<file path="src/rtl/wsb_pkg.sv">
package wsb_pkg;

  // Bit position of the pair (n,m), n<m, in a triangular matrix of 'ents' entries.
  function automatic int pair_bit(input int n, input int m, input int ents);
    return (n * (2 * ents - n - 1)) / 2 + (m - n - 1);
  endfunction

endpackage

</file>
<file path="src/rtl/wsb_age_matrix.sv">
module wsb_age_matrix #(
  parameter int ENTRIES = 8,
  parameter int IDX_W   = $clog2(ENTRIES)
) (
  input  logic             clk,
  input  logic             rst,
  input  logic             promote_en,
  input  logic [IDX_W-1:0] promote_idx,
  input  logic             recompute,
  input  logic             clear_all,
  output logic [IDX_W-1:0] oldest_q,
  output logic [IDX_W-1:0] victim_idx
);
  import wsb_pkg::*;

  localparam int PAIRS = ENTRIES * (ENTRIES - 1) / 2;
  typedef logic [PAIRS-1:0] pv_t;

  function automatic pv_t row_mask(input int i);
    pv_t r = '0;
    for (int m = i + 1; m < ENTRIES; m++) r = r | (pv_t'(1) << pair_bit(i, m, ENTRIES));
    return r;
  endfunction

  function automatic pv_t col_mask(input int i);
    pv_t r = '0;
    for (int n = 0; n < i; n++) r = r | (pv_t'(1) << pair_bit(n, i, ENTRIES));
    return r;
  endfunction

  pv_t mat_q, mat_nx;
  pv_t newer_m [ENTRIES];
  pv_t older_m [ENTRIES];
  logic [ENTRIES-1:0] is_oldest;
  logic               found;
  logic [IDX_W-1:0]   cand;

  for (genvar g = 0; g < ENTRIES; g++) begin : g_mask
    localparam pv_t ROW = row_mask(g);
    localparam pv_t COL = col_mask(g);
    assign newer_m[g]   = ROW;
    assign older_m[g]   = COL;
    assign is_oldest[g] = ((mat_nx & ROW) == '0) && ((mat_nx & COL) == COL);
  end

  always_comb begin
    mat_nx = mat_q;
    if (promote_en)
      mat_nx = (mat_q & ~older_m[promote_idx]) | newer_m[promote_idx];
  end

  always_comb begin
    found = 1'b0;
    cand  = '0;
    for (int i = ENTRIES - 1; i >= 0; i--) begin
      if (is_oldest[i]) begin
        found = 1'b1;
        cand  = IDX_W'(i);
      end
    end
  end

  assign victim_idx = found ? cand : oldest_q;

  always_ff @(posedge clk) begin
    if (rst || clear_all) begin
      mat_q    <= '0;
      oldest_q <= '0;
    end else begin
      mat_q <= mat_nx;
      if (recompute && found) oldest_q <= cand;
    end
  end

endmodule

</file>
<file path="src/rtl/wsb_tag_match.sv">
module wsb_tag_match #(
  parameter int ENTRIES = 8,
  parameter int ADDR_W  = 16,
  parameter int IDX_W   = $clog2(ENTRIES)
) (
  input  logic [ADDR_W-1:0] tags [ENTRIES],
  input  logic [ADDR_W-1:0] addr,
  output logic              hit,
  output logic [IDX_W-1:0]  hit_idx
);
  logic [ENTRIES-1:0] eq;

  for (genvar g = 0; g < ENTRIES; g++) begin : g_cmp
    assign eq[g] = (tags[g] == addr) && (tags[g] != '0);
  end

  always_comb begin
    hit     = 1'b0;
    hit_idx = '0;
    for (int i = ENTRIES - 1; i >= 0; i--) begin
      if (eq[i]) begin
        hit     = 1'b1;
        hit_idx = IDX_W'(i);
      end
    end
  end

endmodule

</file>
<file path="src/rtl/wsb_evict_port.sv">
module wsb_evict_port #(
  parameter int ADDR_W = 16,
  parameter int DATA_W = 48,
  parameter int OFFS_W = 10,
  localparam int PHYS_W  = ADDR_W - 1,
  localparam int FRAME_W = PHYS_W - OFFS_W
) (
  input  logic               clk,
  input  logic               rst,
  input  logic               issue,
  input  logic [ADDR_W-1:0]  issue_tag,
  input  logic [DATA_W-1:0]  issue_data,
  output logic [FRAME_W-1:0] pg_vpage,
  input  logic [FRAME_W-1:0] pg_frame,
  output logic               mw_valid,
  input  logic               mw_ready,
  output logic [PHYS_W-1:0]  mw_addr,
  output logic [DATA_W-1:0]  mw_data
);
  logic [ADDR_W-1:0] tag_q;

  always_ff @(posedge clk) begin
    if (rst) begin
      mw_valid <= 1'b0;
      tag_q    <= '0;
      mw_data  <= '0;
    end else if (issue) begin
      mw_valid <= 1'b1;
      tag_q    <= issue_tag;
      mw_data  <= issue_data;
    end else if (mw_ready) begin
      mw_valid <= 1'b0;
    end
  end

  assign pg_vpage = tag_q[PHYS_W-1:OFFS_W];
  assign mw_addr  = tag_q[ADDR_W-1] ? tag_q[PHYS_W-1:0] : {pg_frame, tag_q[OFFS_W-1:0]};

endmodule

</file>
<file path="src/rtl/wb_store_buffer.sv">
module wb_store_buffer #(
  parameter int ENTRIES = 8,
  parameter int ADDR_W  = 16,
  parameter int DATA_W  = 48,
  parameter int OFFS_W  = 10,
  parameter int SW_LAST = 7,
  localparam int IDX_W   = $clog2(ENTRIES),
  localparam int PHYS_W  = ADDR_W - 1,
  localparam int FRAME_W = PHYS_W - OFFS_W
) (
  input  logic               clk,
  input  logic               rst,
  input  logic               req_valid,
  output logic               req_ready,
  input  logic               req_store,
  input  logic [ADDR_W-1:0]  req_addr,
  input  logic [DATA_W-1:0]  req_wdata,
  output logic               rsp_valid,
  output logic               rsp_hit,
  output logic [DATA_W-1:0]  rsp_data,
  output logic [FRAME_W-1:0] pg_vpage,
  input  logic [FRAME_W-1:0] pg_frame,
  output logic               mw_valid,
  input  logic               mw_ready,
  output logic [PHYS_W-1:0]  mw_addr,
  output logic [DATA_W-1:0]  mw_data
);
  localparam int CNT_W = $clog2(ENTRIES + 2);
  localparam logic [CNT_W-1:0] STEP_LAST = CNT_W'(ENTRIES);
  localparam logic [CNT_W-1:0] STEP_CLR  = CNT_W'(ENTRIES - 1);
  localparam logic [CNT_W-1:0] STEP_SAT  = CNT_W'(ENTRIES + 1);
  localparam logic [PHYS_W-1:0] SW_TOP   = PHYS_W'(SW_LAST);

  logic [ADDR_W-1:0] tags_q [ENTRIES];
  logic [DATA_W-1:0] data_q [ENTRIES];
  logic [CNT_W-1:0]  step_q, step_nx;

  logic             fire, ld_fire, null_addr, sw_addr;
  logic             hit;
  logic [IDX_W-1:0] hit_idx, oldest, victim, wr_idx, promote_idx;
  logic             promote_en, recompute, clear_all, wr_en, evict_req, issue;

  assign req_ready = !mw_valid;
  assign fire      = req_valid && req_ready;
  assign ld_fire   = fire && !req_store;
  assign null_addr = (req_addr[PHYS_W-1:0] == '0);
  assign sw_addr   = req_addr[ADDR_W-1] && !null_addr && (req_addr[PHYS_W-1:0] <= SW_TOP);

  wsb_tag_match #(.ENTRIES(ENTRIES), .ADDR_W(ADDR_W), .IDX_W(IDX_W)) u_match (
    .tags    (tags_q),
    .addr    (req_addr),
    .hit     (hit),
    .hit_idx (hit_idx)
  );

  wsb_age_matrix #(.ENTRIES(ENTRIES), .IDX_W(IDX_W)) u_age (
    .clk         (clk),
    .rst         (rst),
    .promote_en  (promote_en),
    .promote_idx (promote_idx),
    .recompute   (recompute),
    .clear_all   (clear_all),
    .oldest_q    (oldest),
    .victim_idx  (victim)
  );

  always_comb begin
    promote_en  = 1'b0;
    promote_idx = oldest;
    recompute   = 1'b0;
    clear_all   = 1'b0;
    wr_en       = 1'b0;
    wr_idx      = hit ? hit_idx : oldest;
    evict_req   = 1'b0;
    step_nx     = step_q;
    if (fire && req_store && !null_addr) begin
      if (sw_addr) begin
        if (step_q != '0 && step_q <= STEP_LAST) begin
          promote_en = 1'b1;
          recompute  = 1'b1;
          evict_req  = 1'b1;
          clear_all  = (step_q == STEP_CLR);
        end
        if (step_q != STEP_SAT) step_nx = step_q + 1'b1;
      end else begin
        step_nx     = '0;
        wr_en       = 1'b1;
        promote_en  = 1'b1;
        promote_idx = wr_idx;
        recompute   = (wr_idx == oldest);
        evict_req   = recompute;
      end
    end else if (ld_fire && !null_addr && hit && hit_idx != oldest) begin
      promote_en  = 1'b1;
      promote_idx = hit_idx;
    end
  end

  assign issue = evict_req && (tags_q[victim] != '0);

  always_ff @(posedge clk) begin
    if (rst) begin
      step_q <= '0;
      for (int i = 0; i < ENTRIES; i++) tags_q[i] <= '0;
    end else begin
      step_q <= step_nx;
      if (evict_req) tags_q[victim] <= '0;
      if (wr_en)     tags_q[wr_idx] <= req_addr;
    end
  end

  always_ff @(posedge clk) begin
    if (wr_en) data_q[wr_idx] <= req_wdata;
  end

  always_ff @(posedge clk) begin
    if (rst) begin
      rsp_valid <= 1'b0;
      rsp_hit   <= 1'b0;
      rsp_data  <= '0;
    end else begin
      rsp_valid <= ld_fire;
      if (ld_fire) begin
        rsp_hit  <= null_addr || hit;
        rsp_data <= (hit && !null_addr) ? data_q[hit_idx] : '0;
      end
    end
  end

  wsb_evict_port #(.ADDR_W(ADDR_W), .DATA_W(DATA_W), .OFFS_W(OFFS_W)) u_evict (
    .clk        (clk),
    .rst        (rst),
    .issue      (issue),
    .issue_tag  (tags_q[victim]),
    .issue_data (data_q[victim]),
    .pg_vpage   (pg_vpage),
    .pg_frame   (pg_frame),
    .mw_valid   (mw_valid),
    .mw_ready   (mw_ready),
    .mw_addr    (mw_addr),
    .mw_data    (mw_data)
  );

endmodule

</file>
<file path="config.mk">
export PLATFORM = sky130hd
export DESIGN_NAME = wb_store_buffer
export DESIGN_NICKNAME = d
export VERILOG_FILES = /design/src/rtl/wsb_pkg.sv /design/src/rtl/wsb_age_matrix.sv /design/src/rtl/wsb_tag_match.sv /design/src/rtl/wsb_evict_port.sv /design/src/rtl/wb_store_buffer.sv
export SDC_FILE = /design/constraint.sdc
export NUM_CORES = 2
export LEC_CHECK = 0
export CORE_MARGIN = 2
export CORE_UTILIZATION = 40
export DETAILED_ROUTE_END_ITERATION = 7
export PLACE_DENSITY = 0.54
export SLEW_MARGIN = 20
export SYNTH_ARGS = -nofsm -noshare
export SYNTH_HDL_FRONTEND = slang
export SYNTH_SLANG_ARGS = --single-unit
export TNS_END_PERCENT = 10
</file>
<file path="constraint.sdc">
create_clock -name clk -period 10.1 [get_ports clk]
set_input_delay 2.02 -clock clk [delete_from_list [all_inputs] [get_ports clk]]
set_output_delay 2.02 -clock clk [all_outputs]
set_load 0.02 [all_outputs]
</file>
* Word level (Yosys, flattened, before mapping)
Memories as Yosys holds them, arrays and structs flattened. A register that Yosys moved wholly into a read port is not among the register bits. Index checks and enable logic that the tools add are counted.
Word-level totals: input port bits 74, memories kept 3, bits in writable memories 384, flip-flop bits (word level) 230, latch bits 0, memory bits (read-only) 448
Operators by class: multiplexer cells 72, equality and inequality tests 19, $mul 0, shift operators 0, $lt $le $gt $ge 7, reduce and logical (&&, ||, !) cells 54, divide/modulo/power cells 0, bitwise operators 8, add/sub/neg operators 1
Memory list:
- data_q | depth 8, bits a word 48, read ports 2, clocked after Yosys merged registers in 1, wr ports 1, line wb_store_buffer.sv:35 | logic [DATA_W-1:0] data_q [ENTRIES];
- (name not given) | depth 8, bits a word 28, read ports 1, clocked after Yosys merged registers in 0, wr ports 0, line wsb_age_matrix.sv:49 | mat_nx = (mat_q & ~older_m[promote_idx]) | newer_m[promote_idx];
- (name not given) | depth 8, bits a word 28, read ports 1, clocked after Yosys merged registers in 0, wr ports 0, line wsb_age_matrix.sv:49
Operator list (number):
- $mux W128 | 3
- $logic_not A28 Y1 | 7
- $reduce_bool A16 Y1 | 9
- $mux W28 | 5
- $and A128 B128 Y128 | 1
- $bwmux W128 | 1
- $eq A16 B16 Y1 | 8
- $not A128 Y128 | 1
- $demux W16 S3 | 2
- $mux W16 | 4
- $mux W3 | 21
- $bmux W16 S3 | 1
- $mux W48 | 1
- $mux W1 | 31
- $logic_and A1 B1 Y1 | 29
- $and A28 B28 Y28 | 1
- $not A28 Y28 | 1
- $or A28 B28 Y28 | 1
- $le A15 B3 Y1 const B | 1
- $logic_not A15 Y1 | 1
- $mux W15 | 1
- $ge A4 B4 Y1 const B | 3
- $not A3 Y4 | 3
- $lt A4 B1 Y1 const B | 2
- other kinds (19) | 23

* Logic depth before layout (Yosys ltp)
depth in word-level cells 43, mapped depth 31, depth with buffers taken out 20

* By module
From an unflattened synthesis, not the netlist that was laid out.
Unflattened totals: cell total of the unflattened synthesis 2326, area total of the unflattened synthesis 30752.0 µm²
By module, submodules not included:
- wb_store_buffer | sequential area each 15174.6 µm², times used 1, area an instance 24232.0 µm², cells each 1585
- wsb_evict_port | sequential area each 1301.2 µm², times used 1, area an instance 2517.4 µm², cells each 231
- wsb_age_matrix | sequential area each 620.6 µm², times used 1, area an instance 2127.0 µm², cells each 266
- wsb_tag_match | sequential area each 0.0 µm², times used 1, area an instance 1875.5 µm², cells each 244

* Worst setup path after synthesis
OpenSTA, ideal clock, no wires.
path type input to register, start point input port req_addr[14], end point register u_evict.mw_data[0], read port of data_q, cell stages on the path 27, data arrival time 7.740 ns, setup time 0.146 ns, path buffers 7, slack 2.214 ns, path through buf_2 buf_4 xor2_1 nor4_2 and2_2 a22oi_2 a31o_4 or2_1 buf_6 o221ai_4 mux2i_4 nand2_4 a2111o_1 or3b_1 and4_1 buf_6 a21oi_1 buf_2 mux2_2 o22ai_1 or3_1 nand4_1 or4_4 buf_6 buf_6 a21oi_2 a211oi_2
On the way: cells in the longest elaborated chain, start to end 38, elaborated cells on any way between the ends 105
RTL lines:
- start: declaration | line wb_store_buffer.sv:16 | input logic [ADDR_W-1:0] req_addr,
- $eq A16 B16 Y1 | line wsb_tag_match.sv:14 | assign eq[g] = (tags[g] == addr) && (tags[g] != '0);
- $logic_and A1 B1 Y1 | line wsb_tag_match.sv:14
- $mux W3 or $mux W1 (tied branches) (8 in a row) | line wsb_tag_match.sv:21 | if (eq[i]) begin
- $ne A3 B3 Y1 or $logic_and A1 B1 Y1 (tied branches) | line wb_store_buffer.sv:93 | end else if (ld_fire && !null_addr && hit && hit_idx != oldest) begin
- $logic_and A1 B1 Y1 | line wb_store_buffer.sv:93
- $mux W3 | line wb_store_buffer.sv:93
- $mux W3 | line wb_store_buffer.sv:76 | if (fire && req_store && !null_addr) begin
- $not A3 Y4 (not written as such) | line wsb_age_matrix.sv:49
- [... 8 more ...]
- $mux W3, or another cell as far along | line wsb_age_matrix.sv:56 | if (is_oldest[i]) begin
- $mux W3 or $mux W1 (tied branches) (7 in a row) | line wsb_age_matrix.sv:56
- $mux W3 | line wsb_age_matrix.sv:63 | assign victim_idx = found ? cand : oldest_q;
- $not A3 Y4 (not written as such) | line wb_store_buffer.sv:99 | assign issue = evict_req && (tags_q[victim] != '0);
- $bmux W16 S3 | line wb_store_buffer.sv:99
- $mux W16 (not written as such) (2 in a row) | line wb_store_buffer.sv:99
- $reduce_bool A16 Y1 | line wb_store_buffer.sv:99
- $logic_and A1 B1 Y1 | line wb_store_buffer.sv:99
- end: declaration | line wsb_evict_port.sv:18 | output logic [DATA_W-1:0] mw_data
Parallel ways exist; a longest one is shown, timed or not. The select of a mux whose other input is x is not followed. A chain may end at the register's enable or synchronous reset.

* Final worst setup path
start point input port req_addr[8], end point register u_evict.mw_data[21], read port of data_q
Same word-level chain as after synthesis.

==> metrics.md <==
| Metric | Value |
|---|---|
| Status | `finished clean` |
| Worst EP required | `10,540 ps` |
| Number of I/O pins | `194` |
| Sequential share of the synthesized area | `52.5%` |
| Die ar. | `83,700 um^2` |
| Multiplexer share of the synthesized area | `1.71%` |
| Setup-failing EPs final | `0` |
| Xor/xnor share of the synthesized area | `3.47%` |
| Syn Area/Cell | `9.16 um^2` |
| DP Area | `35,500 um^2` |
| Port bufs | `193` |
| DR vias/cell | `5.81` |
| Vias in the first global route | `26,100` |
| Worst R2R End | `u_evict.mw_data[21]$_SDFFE_PP0P_` |
| Final Max Tran Viols | `0` |
| Worst Hold Depth | `2` |
| Total Routing Usage GR | `26.5%` |
| Synthesized cell area | `32,600 um^2` |
| Initial DRC count | `2,582` |
| Placer congestion estimate | `0.940` |
| Ranking of synthesized cells by area | `edfxtp_1 35%, dfxtp_1 17%, nand2_1 10%, a21oi_1 4.3%, a22oi_1 4.1%` |
| CTS tree | `done` |
| Clock Latency Late Sink | `630 ps` |
| Final WL | `113,000 um` |
| Reg clk slew, reported paths | `60 ps` |
| Final ANT Viol Nets | `0` |
| Sink Count | `662` |
| Root Driver | `clkbuf_16` |
| Final Power | `7.04 mW` |
| Simple-gate area share of the yosys netlist | `21.7%` |
| Mapped Nets | `3,633` |
| Area Overhead vs Synth | `16.6%` |
| Largest net degree at the start of global routing | `193` |
| RSZ-0062 raised after global routing | `no` |
| Grt ovf | `0` |
| CP arrival | `9770 ps` |
| Leakage Power | `13.4 nW` |
| FFs w/ async S/R, synth | `0%` |
| Flops & latches, synth | `662` |
| PwrDens | `185 nW/um^2` |
| Post-DP HPWL | `67,600 um` |
| Most frequent cell after synthesis | `nand2_1` |
| Post-CTS sizing | `0` |
| Initial DRT Pass Iterations | `6` |
| Setup TNS | `0 ps` |
| FF-to-FF setup slack | `2880 ps` |
| Largest family of logic cells by synthesized area | `simple AND/OR/NAND/NOR gates` |
| Post-route cell area | `38,000 um^2` |
| Share of the synthesized area in the top cell type | `35.4%` |
| Postcts setup bufs | `0` |
| Post-CTS Hold Buffers | `0` |
| Non-Filler Instances | `4,774` |
| Count of flip-flops with a built-in enable after synthesis | `384` |
| Crit-path max FO | `28` |
| Initial antenna violation count | `8` |
| Die W | `289 um` |
| Worst-Margin Slew | `1110 ps` |
| Hold Fails Final Rpt | `0` |
| Tmin final | `9330 ps` |
| CTS HTree Levels | `3` |
| Final Skew | `27.9 ps` |
| Mapped Cells | `3,556` |
| VDD IR-drop max | `0.134 mV` |
| Die H | `289 um` |
| Hold Path Sink | `u_evict.tag_q[9]$_SDFFE_PP0P_` |
| Hold_sp | `u_evict.tag_q[9]$_SDFFE_PP0P_` |
| Max Clock Freq | `107 MHz` |
| Main synth FF type | `edfxtp_1` |
| RR Startpoint | `tags_q[116]$_SDFF_PP0_` |
| Crit end category | `register` |
| Max clock buf depth | `3` |
| Final nets | `3,726` |
| Post-synth cell types | `91` |
| Max_slew headroom | `25.7%` |
| Post-synthesis compound-gate area fraction | `15.9%` |
| Post-route DRC | `0` |
| Critical path launch point type | `input port` |
| Top post-synthesis cells by count | `896 x nand2_1, 384 x edfxtp_1, 278 x dfxtp_1` |
| Dpl cells | `4,633` |
| DR vias | `27,700` |
| Wirelength per Cell | `23.7 um` |
| Dominant cell type by area after synthesis | `edfxtp_1` |
| Hold WC Path Type | `register to register` |
| Fraction of the mapped netlist area in adder cells | `0.115%` |
| Setup Crit Path Kind | `input port to register` |
| First-pass GRT wire length | `168,000 um` |
| Core region area | `80,500 um^2` |
| Synth warn | `0` |
| Max-Cap Viols | `0` |
| Reg2reg path depth | `21` |
| Num CTS Buffers | `74` |
| Initial Util | `40.4%` |
| Share of layout cells above drive strength 1 | `9.94%` |
| Period utilization | `92.4%` |
| Rows | `104` |
-- area by class of cell --
class                           count  area [um^2]
Inverter                           18         67.6
Clock inverter                     24          208
Multi-Input combinational cell   2588        14100
Timing Repair Buffer              305         2900
Clock buffer                      114         2220
Fill cell                        7672        42600
Sequential cell                   662        17100
Antenna cell                        3         7.51
Tap cell                         1060         1330
-- state kept, by name (all words and copies together), names as in the netlist --
signal,count
data_q,384
tags_q,128
rsp_data,48
u_evict.mw_data,48
u_age.mat_q,28
u_evict.tag_q,16
step_q,4
u_age.oldest_q,3
rsp_hit,1
rsp_valid,1
u_evict.mw_valid,1
-- per-stage QoR --
step	setup WS (ps)	util, %	hold WS, ps
final	770	47.1	474
after global routing	559	47.1	493
after CTS	1080	47.1	474
after detailed placement	493	44.1	462
after global placement	460	44.1	465
after floorplan	2210	-	443
-- placed cells by master, fill, tap and decap left out, types with 6 or more instances in the layout --
master           synthesis  final
o21a_1                   7      6
xor2_1                  48     48
a211oi_2                17     16
or4_1                   13     13
xnor2_1                 81     81
a32o_1                   6      6
nand2b_1                 7      7
o21ai_1                  9      8
or3_1                    9      9
a211oi_1                53     53
buf_4                   27    102
clkbuf_8                 0     15
nor2_4                   0      7
clkbuf_1               191     22
buf_12                   0     10
dfxtp_1                278    278
nor3_1                  19     17
o21ai_0                122    121
nor4_1                 100    100
clkbuf_16                0     77
a21oi_2                 28     28
o22ai_1                 22     22
clkinv_2                 0     10
nor2_1                 247    239
or2_2                   10      9
a21oi_1                277    276
nand3_1                215    214
and2_1                  12     12
nand2_1                896    895
a31oi_1                  7      7
inv_1                   18     18
a22oi_1                178    178
nand4_1                 42     42
edfxtp_1               384    384
clkdlybuf4s50_1          0    192
mux2_2                  39     39
and3_1                   9      9
-- worst max-delay path, stage by stage --
cell and delay [ps]:
clkdlybuf4s50_1 1070, xor2_1 210, nor4_1 600, nand2_1 240
o22a_1 400, a41oi_1 410, o21a_1 220, nor2_1 160
o31ai_2 690, nand2_1 330, a31o_2 320, nand4b_1 120
nand4_1 230, a21oi_4 600, mux2_2 400, o22ai_1 210
or3_1 210, nand4_2 130, or4_4 660, buf_12 230
a21oi_1 190, a211oi_1 70
-- where the power goes --
part           internal [mW]  switching (mW)  total (mW)  leakage (nW)
clock network           1.57            1.12        2.69          1.19
logic                  0.456           0.872        1.33          6.47
registers               2.94          0.0792        3.02          5.72
total                   4.97            2.07        7.04          13.4
-- worst max path at each step --
stage / start / end / slack [ps]
finish: req_addr[8] / u_evict.mw_data[21]$_SDFFE_PP0P_ / 770
global route: req_addr[8] / u_evict.mw_data[21]$_SDFFE_PP0P_ / 560
CTS: req_addr[8] / u_evict.mw_data[21]$_SDFFE_PP0P_ / 1080
detailed placement: req_addr[8] / u_evict.mw_data[7]$_SDFFE_PP0P_ / 490
global placement: req_addr[8] / u_evict.mw_data[11]$_SDFFE_PP0P_ / 460
floorplan: req_addr[14] / u_evict.mw_data[0]$_SDFFE_PP0P_ / 2210
-- cell families after synthesis --
| family | after synthesis |
|---|---|
| buffers and inverters | 306 |
| muxes | 49 |
| AOI/OAI and AO/OA | 794 |
| xor gates and xnor gates | 129 |
| DFF | 662 |
| adders and majority gates | 3 |
| and+or+nand+nor | 1613 |
-- routing by layer --
layer	wire (um)	global-route usage (%)	vias up
met1	48800	36.0	13400
met4	3570	9.42	10
li1	-	-	12900
met3	8420	4.26	210
met2	52400	42.9	1188
met5	60	0	-
Power figures use the tool's default switching activity.
